===== config.mk =====
export PLATFORM = sky130hd
export DESIGN_NAME = lock_change_seq
export DESIGN_NICKNAME = d
export VERILOG_FILES = /design/src/rtl/lcs_pkg.sv /design/src/rtl/lcs_planner.sv /design/src/rtl/lcs_walker.sv /design/src/rtl/lock_change_seq.sv
export SDC_FILE = /design/constraint.sdc
export NUM_CORES = 1
export LEC_CHECK = 0
export BUFFER_PORTS_ARGS = -buffer_cell sky130_fd_sc_hd__buf_2
export CAP_MARGIN = 0
export CORE_MARGIN = 2
export CORE_UTILIZATION = 50
export CTS_CLUSTER_DIAMETER = 100
export DETAILED_ROUTE_END_ITERATION = 12
export PLACE_DENSITY = 0.77
export SYNTH_ARGS = -nofsm -noshare
export SYNTH_HDL_FRONTEND = slang
export SYNTH_SLANG_ARGS = --single-unit

===== constraint.sdc =====
create_clock -name clk -period 3.45 [get_ports clk]
set_input_delay 0.1725 -clock clk [delete_from_list [all_inputs] [get_ports clk]]
set_output_delay 0.1725 -clock clk [all_outputs]
set_load 0.03 [all_outputs]

===== src/rtl/lcs_pkg.sv =====
package lcs_pkg;
  localparam int WL_BIT = 0;
  localparam int LD_BIT = 1;
  localparam int RL_BIT = 2;

  typedef enum logic [2:0] {
    E_NONE    = 3'd0,
    E_BADREQ  = 3'd1,
    E_LDSTUCK = 3'd2,
    E_RWFAIL  = 3'd3,
    E_LDFAIL  = 3'd4
  } lcs_err_e;

  typedef enum logic [1:0] {
    PH_INIT  = 2'd0,
    PH_CLRLD = 2'd1,
    PH_RW    = 2'd2,
    PH_SETLD = 2'd3
  } lcs_phase_e;

  typedef enum logic [2:0] {
    S_IDLE = 3'd0,
    S_RD   = 3'd1,
    S_WT   = 3'd2,
    S_EV   = 3'd3,
    S_WR   = 3'd4,
    S_DONE = 3'd5
  } lcs_state_e;
endpackage


===== src/rtl/lcs_planner.sv =====
module lcs_planner import lcs_pkg::*; #(
  parameter int DATA_W = 8
) (
  input  lcs_phase_e        phase,
  input  logic [DATA_W-1:0] cur,
  input  logic [DATA_W-1:0] req,
  input  logic [DATA_W-1:0] want,
  output logic              fin,
  output lcs_err_e          fin_err,
  output logic [DATA_W-1:0] wr_data,
  output lcs_phase_e        nphase
);
  localparam logic [DATA_W-1:0] LOW_M = DATA_W'(7);
  localparam logic [DATA_W-1:0] RW_M  = DATA_W'(5);
  localparam logic [DATA_W-1:0] LD_M  = DATA_W'(2);

  logic [DATA_W-1:0] diff;
  logic try_clr, try_rw, try_set;

  assign diff = cur ^ req;

  // Candidate steps, only those not yet passed in the fixed order
  assign try_clr = (phase == PH_INIT) && cur[LD_BIT] && !req[LD_BIT];
  assign try_rw  = ((phase == PH_INIT) || (phase == PH_CLRLD)) &&
                   (diff[WL_BIT] || diff[RL_BIT]);
  assign try_set = (phase != PH_SETLD) && !cur[LD_BIT] && req[LD_BIT];

  always_comb begin
    fin     = 1'b0;
    fin_err = E_NONE;
    wr_data = cur;
    nphase  = phase;
    // Check the outcome of the step just read back
    case (phase)
      PH_INIT: begin
        if ((diff & ~LOW_M) != '0) begin
          fin     = 1'b1;
          fin_err = E_BADREQ;
        end else if ((diff & LOW_M) == '0) begin
          fin = 1'b1;
        end
      end
      PH_CLRLD: begin
        if (cur[LD_BIT]) begin
          fin     = 1'b1;
          fin_err = E_LDSTUCK;
        end
      end
      PH_RW: begin
        if (cur != want) begin
          fin     = 1'b1;
          fin_err = E_RWFAIL;
        end
      end
      default: begin
        fin = 1'b1;
        if (cur != want) fin_err = E_LDFAIL;
      end
    endcase
    // Pick the next step
    if (!fin) begin
      if (try_clr) begin
        wr_data = cur & ~LD_M;
        nphase  = PH_CLRLD;
      end else if (try_rw) begin
        wr_data = (cur & ~RW_M) | (req & RW_M);
        nphase  = PH_RW;
      end else if (try_set) begin
        wr_data = req;
        nphase  = PH_SETLD;
      end else begin
        fin = 1'b1;
      end
    end
  end
endmodule


===== src/rtl/lcs_walker.sv =====
module lcs_walker #(
  parameter int ADDR_W    = 24,
  parameter int BLK_SHIFT = 16,
  parameter int LOCK_OFS  = 2,
  parameter int SPAN_W    = ADDR_W + 1,
  parameter int IDX_W     = SPAN_W - BLK_SHIFT
) (
  input  logic              clk,
  input  logic              rst,
  input  logic              load_one,
  input  logic [ADDR_W-1:0] one_addr,
  input  logic              load_walk,
  input  logic [ADDR_W-1:0] walk_base,
  input  logic [SPAN_W-1:0] walk_span,
  input  logic              adv,
  output logic [ADDR_W-1:0] addr,
  output logic [IDX_W-1:0]  idx,
  output logic              last,
  output logic              span_empty
);
  localparam logic [ADDR_W-1:0] STRIDE = ADDR_W'(1) << BLK_SHIFT;
  localparam logic [ADDR_W-1:0] OFS    = ADDR_W'(LOCK_OFS);

  logic [IDX_W-1:0] count_q;

  assign span_empty = (walk_span[SPAN_W-1:BLK_SHIFT] == '0);
  assign last       = (idx == count_q - IDX_W'(1));

  always_ff @(posedge clk) begin
    if (rst) begin
      addr    <= '0;
      idx     <= '0;
      count_q <= '0;
    end else if (load_one) begin
      addr    <= one_addr;
      idx     <= '0;
      count_q <= IDX_W'(1);
    end else if (load_walk) begin
      addr    <= walk_base + OFS;
      idx     <= '0;
      count_q <= walk_span[SPAN_W-1:BLK_SHIFT];
    end else if (adv) begin
      addr <= addr + STRIDE;
      idx  <= idx + IDX_W'(1);
    end
  end
endmodule


===== src/rtl/lock_change_seq.sv =====
module lock_change_seq import lcs_pkg::*; #(
  parameter int ADDR_W    = 24,
  parameter int DATA_W    = 8,
  parameter int BLK_SHIFT = 16,
  parameter int LOCK_OFS  = 2,
  localparam int SPAN_W   = ADDR_W + 1,
  localparam int IDX_W    = SPAN_W - BLK_SHIFT
) (
  input  logic              clk,
  input  logic              rst,
  input  logic              chg_start,
  input  logic [ADDR_W-1:0] chg_addr,
  input  logic [DATA_W-1:0] chg_value,
  input  logic              walk_start,
  input  logic [ADDR_W-1:0] walk_base,
  input  logic [SPAN_W-1:0] walk_span,
  output logic [ADDR_W-1:0] bus_addr,
  output logic [DATA_W-1:0] bus_wdata,
  output logic              bus_we,
  output logic              bus_re,
  input  logic [DATA_W-1:0] bus_rdata,
  output logic              done,
  output logic              ok,
  output logic [2:0]        err_code,
  output logic [IDX_W-1:0]  fail_idx
);
  localparam logic [DATA_W-1:0] RW_M = DATA_W'(5);

  lcs_state_e        st_q, st_d;
  lcs_phase_e        ph_q, ph_d;
  logic              walk_q, walk_d;
  logic [DATA_W-1:0] cur_q, req_q, req_d, want_q, want_d;
  lcs_err_e          res_d;
  logic              load_one, load_walk, adv;
  logic [IDX_W-1:0]  wk_idx;
  logic              wk_last, wk_empty;
  logic              pl_fin;
  lcs_err_e          pl_err;
  logic [DATA_W-1:0] pl_wdata;
  lcs_phase_e        pl_phase;

  lcs_planner #(.DATA_W(DATA_W)) u_plan (
    .phase(ph_q), .cur(cur_q), .req(req_q), .want(want_q),
    .fin(pl_fin), .fin_err(pl_err), .wr_data(pl_wdata), .nphase(pl_phase)
  );

  lcs_walker #(
    .ADDR_W(ADDR_W), .BLK_SHIFT(BLK_SHIFT), .LOCK_OFS(LOCK_OFS),
    .SPAN_W(SPAN_W), .IDX_W(IDX_W)
  ) u_walk (
    .clk(clk), .rst(rst),
    .load_one(load_one), .one_addr(chg_addr),
    .load_walk(load_walk), .walk_base(walk_base), .walk_span(walk_span),
    .adv(adv), .addr(bus_addr), .idx(wk_idx), .last(wk_last),
    .span_empty(wk_empty)
  );

  always_comb begin
    st_d      = st_q;
    ph_d      = ph_q;
    walk_d    = walk_q;
    req_d     = req_q;
    want_d    = want_q;
    res_d     = E_NONE;
    load_one  = 1'b0;
    load_walk = 1'b0;
    adv       = 1'b0;
    case (st_q)
      S_IDLE: begin
        if (chg_start) begin
          load_one = 1'b1;
          walk_d   = 1'b0;
          ph_d     = PH_INIT;
          req_d    = chg_value;
          st_d     = S_RD;
        end else if (walk_start) begin
          load_walk = 1'b1;
          walk_d    = 1'b1;
          ph_d      = PH_INIT;
          st_d      = wk_empty ? S_DONE : S_RD;
        end
      end
      S_RD: st_d = S_WT;
      S_WT: begin
        if (walk_q && (ph_q == PH_INIT)) req_d = bus_rdata & ~RW_M;
        st_d = S_EV;
      end
      S_EV: begin
        if (!pl_fin) begin
          want_d = pl_wdata;
          ph_d   = pl_phase;
          st_d   = S_WR;
        end else if (pl_err != E_NONE) begin
          res_d = pl_err;
          st_d  = S_DONE;
        end else if (walk_q && !wk_last) begin
          adv  = 1'b1;
          ph_d = PH_INIT;
          st_d = S_RD;
        end else begin
          st_d = S_DONE;
        end
      end
      S_WR:    st_d = S_RD;
      default: st_d = S_IDLE;
    endcase
  end

  always_ff @(posedge clk) begin
    if (rst) begin
      st_q      <= S_IDLE;
      ph_q      <= PH_INIT;
      walk_q    <= 1'b0;
      cur_q     <= '0;
      req_q     <= '0;
      want_q    <= '0;
      bus_we    <= 1'b0;
      bus_re    <= 1'b0;
      bus_wdata <= '0;
      done      <= 1'b0;
      ok        <= 1'b0;
      err_code  <= 3'd0;
      fail_idx  <= '0;
    end else begin
      st_q   <= st_d;
      ph_q   <= ph_d;
      walk_q <= walk_d;
      req_q  <= req_d;
      want_q <= want_d;
      if (st_q == S_WT) cur_q <= bus_rdata;
      bus_we <= (st_d == S_WR);
      bus_re <= (st_d == S_RD);
      if (st_d == S_WR) bus_wdata <= pl_wdata;
      done <= (st_d == S_DONE);
      if (st_d == S_DONE) begin
        ok       <= (res_d == E_NONE);
        err_code <= res_d;
        fail_idx <= (walk_d && (res_d != E_NONE)) ? wk_idx : '0;
      end
    end
  end
endmodule


==> out/results.tsv <==
stage	metric	value	unit
yosys	synth_edf_count	0	
setup_path	setup.worst_path.start_class	flip-flop	
pwr	p_per_area	660.8	nW/µm²
timing	hold_viol	0	
outcome	status	finished, final reports clean	
hold_path	min_path_type	input pin to flip-flop	
cells_and_area	drive_gt1_share	22.33	%
timing	layout_setup_ws	0.4831	ns
grt	first_global_vias	4659	
setup_path	slowest_stage	or4_1	
yosys	synth.distinct_cells	55	
floorplan	core_area	9774	µm²
clock_tree	post-cts-setup-buffers	0	
route	wire_per_inst	15.44	µm
floorplan	die_h	104.2	µm
timing	fin_crit	2.967	ns
clock_tree	clockRootBuffer	clkbuf_8	
timing	final_min_period_over_clock_period	86.00	%
floorplan	fp-row-count	36	
setup_path	cp-end-kind	flip-flop	
clock_tree	cts.clk_slew.worst_paths	0.10	ns
setup_path	r2r_slack	0.48	ns
route	num_vias	4880	
pwr	total_power	0.003931	W
timing	worst_pin_slew	1.202	ns
setup_path	path_max_fanout	19	
route	antenna_left	0	
cells_and_area	layout_common_cells	124 x buf_2, 96 x dfxtp_1, 73 x nor2_1, 49 x nand2_1, 45 x a21oi_1	
clock_tree	cts.sinks	96	
clock_tree	cts_tree	yes	
hold_path	hold_end	u_walk.addr[0]	
grt	grt_start_max_net_pins	61	
route	drt_wl_total	13050	µm
setup_path	r2r-start	u_walk.count_q[0]	
grt	grt_pass1_wl	21540	µm
cells_and_area	fillers	876	
grt	grt.total_usage	23.84	%
timing	setup_viol	0	
setup_path	cpPeakStageDelay	0.66	ns
floorplan	die_x	104.2	µm
yosys	synth_warnings	0	
route	first_iter_violations	295	
hold_path	holdCritStartpoint	walk_base[0]	
yosys	syn_area	5022	µm²
yosys	synth-seq-cells	96	
pwr	p_leak	2.334	nW
timing	fmax	0.3371	GHz
yosys	synth_fp_nets	694	
timing	max_slew_margin	19.49	%
timing	rsz0062_at_grt	no	
placement	place.gp.congestion	0.9146	
clock_tree	ctsHoldBuffers	0	
cells_and_area	layout_commonest_cell	buf_2	
setup_path	r2r_end	u_walk.idx[6]	
clock_tree	htreeDepth	3	
timing	slew_violations	0	
cells_and_area	diodes	0	
yosys	syn_inst	597	
route	drt-pass1-iter-count	7	
grt	grt_antenna_before_repair	0	
flow_run	max-cap-violations	0	
yosys	avgSynthCellArea	8.413	µm²
timing	finalClockSkew	0.01238	ns
timing	setup_tns	0	ns
placement	dp.cells	830	
yosys	synth-seq-area-share	38.27	%
yosys	async_flop_share	0	%
cells_and_area	fin_cells	845	
route	drc_errors	0	
setup_path	cp.arrival	3.26	ns
cells_and_area	area_growth	18.46	%
floorplan	start_util	51.38	%
placement	pre_cts_slack	0.5303	ns
pwr	vdd_drop_max	0.0003363	V
route	vias_per_cell	5.775	
floorplan	boundaryPins	141	
hold_path	hold_depth	3	
setup_path	required	3.74	ns
clock_tree	post_cts_resized	0	
floorplan	fp.dieArea	10860	µm²
grt	grt_remaining_overflow	0	
yosys	synthFlopType	dfxtp_1	
clock_tree	clk_latency	0.36	ns
setup_path	critPathKind	flip-flop to flip-flop	
placement	dp_hpwl	9503	µm
clock_tree	cts.path.max_buffers	2	
setup_path	reg2regPathDepth	7	
setup_path	crit_chain	nor4_1, and2_1, mux2i_1, a31oi_1, o211ai_1, or4_1, a21oi_1	
placement	io_buffers	124	
cells_and_area	nNetsFinal	805	
clock_tree	numCtsBuffers	9	
==> synthesized netlist by cell type (12+ instances only) <==
cell type   n  area [µm²]
dfxtp_1    96        1922
nor2_1     74       277.8
nand2_1    49       183.9
a21oi_1    45       225.2
xnor2_1    41       359.1
nand3_1    30       150.1
clkbuf_1   26       97.59
mux2i_1    25       250.2
xor2_1     17       148.9
nor3_1     16       80.08
o21ai_0    16       80.08
a32o_1     12       120.1
inv_1      12       45.04
==> flip-flops by register name, indices dropped and copies added, names as in the netlist, 2 cells and up <==
signal and count:
bus_wdata 8, u_walk.idx 9, st_q 3, u_walk.count_q 9, err_code 3, ph_q 2, cur_q 8, fail_idx 9
u_walk.addr 24, want_q 8, req_q 8
==> area by class of cell <==
cell class	count	area [µm²]	share of cell area, %
flip-flops and latches	96	1922	32.30
repair buffers	132	680.7	11.44
multi-input cells	457	2919	49.06
clock buffers	9	123.9	2.082
inverters	12	45.04	0.7571
clock inverters	6	92.59	1.556
well taps	133	166.4	2.797
==> critical path, delay by kind of cell, from the launching register on <==
| family | cells | cell delay [ns] |
|---|---|---|
| AOI/OAI and AO/OA | 3 | 0.99 |
| and+or+nand+nor | 3 | 1.48 |
| DFF | 1 | 0.36 |
| muxes | 1 | 0.08 |
==> per-layer routing <==
layer	wire [µm]	track usage [%]	vias up
li1	-	-	2395
met1	5688	31.07	2287
met2	6326	40.13	172
met3	797	3.258	26
met4	233	9.073	0
met5	0	0	-
==> worst max-delay path by stage <==
stage / start / end / slack (ns)
CTS: u_walk.count_q[0] / u_walk.addr[20] / 0.51
finish: u_walk.count_q[0] / u_walk.idx[6] / 0.48
global route: u_walk.count_q[0] / u_walk.addr[20] / 0.20
global placement: u_walk.count_q[0] / u_walk.addr[20] / 0.65
floorplan: st_q[0] / fail_idx[1] / 0.98
detailed placement: u_walk.count_q[0] / u_walk.idx[7] / 0.53
==> logic make-up (layout without fill, tap and decap cells) <==
group                    after synthesis  in the layout  share of synthesized area (%)
AO/OA/AOI/OAI                        147            147                          20.25
flip-flops                            96             96                          38.27
adder cells (fa/ha/maj)                4              4                         0.9966
multiplexers                          28             28                          5.655
XOR/XNOR                              58             58                          10.11
AND/OR/NAND/NOR                      220            220                          20.93
buffers and inverters                 44            159                          3.786
==> metrics by stage <==
| stage | cell area [µm²] | utilization, % | hold slack [ns] |
|---|---|---|---|
| 4_1_cts | 5949 | 60.87 | 0.04137 |
| 6_report | 5949 | 60.87 | 0.04816 |
| 2_1_floorplan | 5022 | - | 0.3085 |
| 5_1_grt | 5949 | 60.87 | 0.06786 |
| 3_3_place_gp | 5733 | 58.65 | 0.4079 |
| 3_5_place_dp | 5733 | 58.65 | 0.4205 |
==> report_power, final <==
part / leakage, nW / switching [W] / internal [W]
registers: 0.781 / 0.000182 / 0.00128
logic: 1.45 / 0.00104 / 0.000623
clock network: 0.102 / 0.000399 / 0.000410
(Power assumes the default switching activity.)
